==> config.mk <==
export PLATFORM = sky130hd
export DESIGN_NAME = sar_capture_ctrl
export DESIGN_NICKNAME = d
export VERILOG_FILES = /design/src/rtl/sar_cap_pkg.sv /design/src/rtl/sar_cap_ctrl.sv /design/src/rtl/sar_cap_dpath.sv /design/src/rtl/sar_capture_ctrl.sv
export SDC_FILE = /design/constraint.sdc
export NUM_CORES = 1
export LEC_CHECK = 0
export CAP_MARGIN = 20
export CORE_MARGIN = 2
export CORE_UTILIZATION = 45
export DETAILED_ROUTE_END_ITERATION = 16
export PLACE_DENSITY = 0.67
export SLEW_MARGIN = 20
export SYNTH_ARGS = -nofsm -noshare
export SYNTH_HDL_FRONTEND = slang
export SYNTH_SLANG_ARGS = --single-unit
==> constraint.sdc <==
create_clock -name clk -period 5.5 [get_ports clk]
set_input_delay 1.65 -clock clk [delete_from_list [all_inputs] [get_ports clk]]
set_output_delay 1.65 -clock clk [all_outputs]
set_load 0.005 [all_outputs]
==> src/rtl/sar_cap_pkg.sv <==
package sar_cap_pkg;
  localparam int SHIFT_W = 16;
  localparam int RES_W   = 12;
  localparam int LEN_W   = $clog2(SHIFT_W + 1);

  typedef enum logic [2:0] {
    ST_IDLE, ST_LEAD, ST_LOW, ST_HIGH, ST_QUIET
  } ctrlState_t;

  typedef struct packed {
    logic clear;
    logic shift;
    logic load;
  } dpStrobe_t;

  function automatic logic [LEN_W-1:0] frameLenOf(input logic [1:0] sel);
    case (sel)
      2'd0:    return LEN_W'(16);
      2'd1:    return LEN_W'(12);
      default: return LEN_W'(10);
    endcase
  endfunction
endpackage

==> src/rtl/sar_cap_ctrl.sv <==
module sar_cap_ctrl
  import sar_cap_pkg::*;
#(
  parameter int DIV_W   = 8,
  parameter int QUIET_W = 8
) (
  input  logic               clk,
  input  logic               rstN,
  input  logic               startReq,
  input  logic               freeRun,
  input  logic [1:0]         resSel,
  input  logic [DIV_W-1:0]   divHalf,
  input  logic [QUIET_W-1:0] quietCycles,
  output logic               csNQ,
  output logic               sclkQ,
  output logic [1:0]         resLatch,
  output dpStrobe_t          strobe
);
  ctrlState_t         state;
  logic [DIV_W-1:0]   phaseCnt;
  logic [DIV_W-1:0]   divLatch;
  logic [QUIET_W-1:0] quietCnt;
  logic [LEN_W-1:0]   bitCnt;
  logic [LEN_W-1:0]   frameLen;
  logic               pend;
  logic               go;
  logic [DIV_W-1:0]   divEff;
  logic               phaseEnd;

  assign go       = pend | startReq | freeRun;
  assign divEff   = (divHalf == '0) ? DIV_W'(1) : divHalf;
  assign phaseEnd = (phaseCnt == '0);

  always_comb begin
    strobe.clear = (state == ST_IDLE) && go;
    strobe.shift = (state == ST_LOW) && phaseEnd;
    strobe.load  = (state == ST_HIGH) && phaseEnd && (bitCnt == frameLen);
  end

  always_ff @(posedge clk) begin
    if (!rstN) begin
      state    <= ST_IDLE;
      csNQ     <= 1'b1;
      sclkQ    <= 1'b1;
      phaseCnt <= '0;
      divLatch <= DIV_W'(1);
      quietCnt <= '0;
      bitCnt   <= '0;
      frameLen <= LEN_W'(16);
      resLatch <= 2'd0;
      pend     <= 1'b0;
    end else begin
      pend <= (state != ST_IDLE) && (pend || startReq);
      unique case (state)
        ST_IDLE: begin
          if (go) begin
            csNQ     <= 1'b0;
            phaseCnt <= divEff - DIV_W'(1);
            divLatch <= divEff;
            bitCnt   <= '0;
            frameLen <= frameLenOf(resSel);
            resLatch <= resSel;
            state    <= ST_LEAD;
          end
        end
        ST_LEAD: begin
          if (phaseEnd) begin
            sclkQ    <= 1'b0;
            phaseCnt <= divLatch - DIV_W'(1);
            state    <= ST_LOW;
          end else begin
            phaseCnt <= phaseCnt - DIV_W'(1);
          end
        end
        ST_LOW: begin
          if (phaseEnd) begin
            sclkQ    <= 1'b1;
            bitCnt   <= bitCnt + LEN_W'(1);
            phaseCnt <= divLatch - DIV_W'(1);
            state    <= ST_HIGH;
          end else begin
            phaseCnt <= phaseCnt - DIV_W'(1);
          end
        end
        ST_HIGH: begin
          if (phaseEnd) begin
            if (bitCnt == frameLen) begin
              csNQ     <= 1'b1;
              quietCnt <= quietCycles;
              state    <= ST_QUIET;
            end else begin
              sclkQ    <= 1'b0;
              phaseCnt <= divLatch - DIV_W'(1);
              state    <= ST_LOW;
            end
          end else begin
            phaseCnt <= phaseCnt - DIV_W'(1);
          end
        end
        ST_QUIET: begin
          if (quietCnt == '0) state <= ST_IDLE;
          else                quietCnt <= quietCnt - QUIET_W'(1);
        end
        default: state <= ST_IDLE;
      endcase
    end
  end

  // the serial clock idles high whenever select is released
  a_r9_sclk_idle_high: assert property (@(posedge clk) disable iff (!rstN)
    csNQ |-> sclkQ);
  // the bit counter never runs past the frame length
  a_r3_bit_bound: assert property (@(posedge clk) disable iff (!rstN)
    bitCnt <= frameLen);
  // select stays high for at least two cycles after each frame
  a_r5_min_gap: assert property (@(posedge clk) disable iff (!rstN)
    $rose(csNQ) |=> csNQ);
  // the clock is high when select falls
  a_r4_lead_high: assert property (@(posedge clk) disable iff (!rstN)
    $fell(csNQ) |-> sclkQ);
endmodule

==> src/rtl/sar_cap_dpath.sv <==
module sar_cap_dpath
  import sar_cap_pkg::*;
(
  input  logic             clk,
  input  logic             rstN,
  input  dpStrobe_t        strobe,
  input  logic [1:0]       resLatch,
  input  logic             sdataIn,
  output logic [RES_W-1:0] sample,
  output logic             sampleValid
);
  logic [SHIFT_W-1:0] shiftReg;

  always_ff @(posedge clk) begin
    if (!rstN) begin
      shiftReg    <= '0;
      sample      <= '0;
      sampleValid <= 1'b0;
    end else begin
      sampleValid <= strobe.load;
      if (strobe.clear)      shiftReg <= '0;
      else if (strobe.shift) shiftReg <= {shiftReg[SHIFT_W-2:0], sdataIn};
      if (strobe.load) begin
        unique case (resLatch)
          2'd0:    sample <= shiftReg[11:0];
          2'd1:    sample <= {2'b00, shiftReg[9:0]};
          default: sample <= {4'h0, shiftReg[7:0]};
        endcase
      end
    end
  end

  // the result strobe never lasts more than one cycle
  a_r6_single_valid: assert property (@(posedge clk) disable iff (!rstN)
    sampleValid |=> !sampleValid);
  // a capture edge and the result load never coincide
  a_r8_no_shift_on_load: assert property (@(posedge clk) disable iff (!rstN)
    strobe.shift |-> !strobe.load);
endmodule

==> src/rtl/sar_capture_ctrl.sv <==
module sar_capture_ctrl
  import sar_cap_pkg::*;
#(
  parameter int DIV_W   = 8,
  parameter int QUIET_W = 8
) (
  input  logic               clk,
  input  logic               rstN,
  input  logic               startReq,
  input  logic               freeRun,
  input  logic [1:0]         resSel,
  input  logic [DIV_W-1:0]   divHalf,
  input  logic [QUIET_W-1:0] quietCycles,
  input  logic               sdataIn,
  output logic               csN,
  output logic               sclk,
  output logic [11:0]        sample,
  output logic               sampleValid
);
  dpStrobe_t  strobe;
  logic [1:0] resLatch;

  sar_cap_ctrl #(.DIV_W(DIV_W), .QUIET_W(QUIET_W)) ctrl_i (
    .clk(clk), .rstN(rstN), .startReq(startReq), .freeRun(freeRun),
    .resSel(resSel), .divHalf(divHalf), .quietCycles(quietCycles),
    .csNQ(csN), .sclkQ(sclk), .resLatch(resLatch), .strobe(strobe)
  );

  sar_cap_dpath dpath_i (
    .clk(clk), .rstN(rstN), .strobe(strobe), .resLatch(resLatch),
    .sdataIn(sdataIn), .sample(sample), .sampleValid(sampleValid)
  );

  // the result strobe coincides with select returning high
  a_r6_valid_with_cs: assert property (@(posedge clk) disable iff (!rstN)
    sampleValid |-> (csN && !$past(csN)));
endmodule

==> reports/qor.yml <==
cts:
  cts-htree-levels: 3
  clk_latency_ns: 0.34
  cts_buffer_depth: 2
  cts_setup_buffers: 0
  root_buffer: "clkbuf_8"
  clkSinkCount: 66
  tritoncts: "done"
  cts-resized-gates: 0
  hold_buffers: 0
  clk_pin_slew_ns: 0.08
  cts_inserted_buffers: 9
sta:
  min_period_over_period_pct: 63.23
  rsz0062_at_grt: "no"
  setup_viol_count_final: 0
  worst_pin_slew_ns: 0.6589
  finalHoldViolations: 0
  setup_tns_ns: 0
  fin_skew_ns: 0.01413
  min_period_ns: 3.478
  relSlewSlack_pct: 55.67
  worst_slack_ns: 2.022
  finalMaxSlewViolations: 0
  max_freq_mhz: 287.6
worst_setup_path:
  crit_fanout: 3
  crit_type: "in2reg"
  cp.arrival_ns: 3.68
  reg2reg_depth: 6
  cp.required_ns: 5.71
  cp-start-kind: "input port"
  cp-end-kind: "register"
synthesis:
  synthFlopType: "dfxtp_1"
  ys_warn_count: 0
  synth_area_um2: 3042
  ys_seq_area_share_pct: 43.44
  syn_area_per_cell_um2: 7.839
  syn_inst: 388
  syn_nets: 415
  synth_edf_count: 0
  async_reset_ff_share_pct: 0
  ys_types: 51
  ys_ff_latch: 66
pwr:
  power.density_nw_per_um2: 313.6
  vdd_drop_max_mv: 0.1350
  leakage_nw: 1.294
placement:
  placed_cell_area_um2: 3420
  detailedPlacementHpwl_um: 4706
  port_buffers: 37
  pre_cts_ws_ns: 1.704
  place.gp.congestion: 0.8189
grt:
  grt_max_degree: 22
  antenna_found_initial: 0
  grt.total_usage_pct: 19.19
  grt_pass1_wl_um: 11430
  grt_pass1_vias: 2503
  grt_overflow_total: 0
run_status:
  status: "finished, final reports clean"
drt:
  drc_errors: 0
  wl_um: 6796
  vias: 2739
  drtPass1Iterations: 4
  dr.first_iter.drc_count: 140
  via_per_inst: 5.511
  ant_nets: 0
  wl_per_cell_um: 13.67
run:
  maxCapViolCount: 0
final_layout:
  final_cell_area_um2: 3590
  layout-drive-gt1-share_pct: 5.952
  syn2layout_area_growth_pct: 18.02
  antenna_cells: 0
  finalNetCount: 443
floorplanning:
  die_height_um: 86.22
  core_um2: 6459
  io_pins: 38
  die_w_um: 86.22
  die-area_um2: 7433
  num_rows: 29
  initial_core_util_pct: 47.09
worst_hold_path:
  min_path_cells: 2
  min_path_type: "reg2reg"
[cell type report]
| class | instances | area [um2] |
|---|---|---|
| Sequential cell | 66 | 1321 |
| Inverter | 8 | 30.03 |
| Timing Repair Buffer | 40 | 392.9 |
| Clock buffer | 11 | 141.4 |
| Clock inverter | 4 | 28.78 |
| Fill cell | 606 | 2869 |
| Tap cell | 77 | 96.34 |
| Multi-Input combinational cell | 291 | 1579 |
[per-layer routing]
metal  global-route usage [%]  wire, um
met1                    25.72      3368
met2                    30.16      3107
met3                    5.048       263
met4                    6.534        57
met5                        0         0
[synth_stat cells, drive strengths merged, types with 2 or more instances]
master   count  area share, %
o22ai        2           0.41
and3b        2           0.58
dfxtp       66             43
or3          4           0.82
a311oi       3           0.86
a21oi       51            8.4
clkbuf      18            2.2
o2bb2ai      4            2.0
nor4         6            1.2
a31oi        5            1.0
mux2i        3           0.99
o21bai       2           0.49
nor2        35            4.3
buf          5            1.4
a211oi       4            1.2
o21ai       15            2.5
nand3        6           0.99
xnor2        4            1.2
nand2       91             11
nand3b       4           0.99
o31ai        2           0.49
nor3        11            1.8
a21o         2           0.49
nor2b        2           0.41
xor2         7            2.0
ha           4            1.6
nand4        2           0.41
or2          2           0.41
or4          2           0.62
inv          8           0.99
[cell usage in the layout (no fill, tap or decap), types with 5 or more instances in the layout]
| master | synthesis | final |
|---|---|---|
| nand2_1 | 91 | 91 |
| dfxtp_1 | 66 | 66 |
| a21oi_1 | 51 | 51 |
| clkdlybuf4s50_1 | 0 | 37 |
| nor2_1 | 35 | 35 |
| o21ai_0 | 15 | 15 |
| nor3_1 | 11 | 11 |
| clkbuf_8 | 0 | 10 |
| inv_1 | 8 | 8 |
| xor2_1 | 7 | 7 |
| nor4_1 | 6 | 6 |
| nand3_1 | 6 | 6 |
| a31oi_1 | 5 | 5 |
[stage by stage]
stage | instances | utilization [%] | power [mW] | hold WS, ns
final | 497 | 55.58 | 1.126 | 0.4556
after global routing | 497 | 55.58 | 1.195 | 0.4714
after CTS | 497 | 55.58 | 1.137 | 0.4564
after detailed placement | 482 | 52.94 | 0.7811 | 0.4480
after global placement | 482 | 52.94 | 0.7773 | 0.4421
after floorplan | 388 | - | 0.7215 | 0.4363
[critical path, stage by stage]
cell and delay (ns):
clkdlybuf4s50_1 0.45, nor4_1 0.44, a211oi_1 0.18, or2_2 0.33, ha_1 0.23, inv_1 0.08, nor3_1 0.06, xnor2_1 0.15
o22ai_1 0.10
[flip-flops by register name (all words and copies together) (netlist names)]
name and flops:
ctrl_i.divLatch 8, ctrl_i.phaseCnt 8, ctrl_i.bitCnt 5, ctrl_i.quietCnt 8, ctrl_i.sclkQ 1, ctrl_i.frameLen 4, ctrl_i.csNQ 1, ctrl_i.state 3
ctrl_i.pend 1, dpath_i.sample 12, ctrl_i.resLatch 2, dpath_i.shiftReg 12, dpath_i.sampleValid 1
[worst paths after layout]
kind	from	to	slack (ns)
setup / recovery	divHalf[5]	ctrl_i.phaseCnt[4]$_SDFFE_PN0P_	2.02
hold / removal	dpath_i.sample[8]$_SDFFE_PN0P_	dpath_i.sample[8]$_SDFFE_PN0P_	0.46
setup reg to reg	ctrl_i.state[2]$_SDFFE_PN0P_	ctrl_i.phaseCnt[7]$_SDFFE_PN0P_	2.86
hold reg to reg	dpath_i.sample[8]$_SDFFE_PN0P_	dpath_i.sample[8]$_SDFFE_PN0P_	0.46
[power breakdown]
part           switching (mW)  total, mW  internal (mW)
sequential             0.0279      0.538          0.510
combinational           0.136      0.233         0.0970
clock                   0.181      0.354          0.173
[kinds of logic after synthesis]
logic type | synth area share [%]
mux | 0.9873
flops | 43.44
xor+xnor | 3.167
fa+ha+maj | 1.645
buf+inv | 4.648
compound gates | 20.69
simple gates | 25.42
Power figures use the tool's default switching activity.
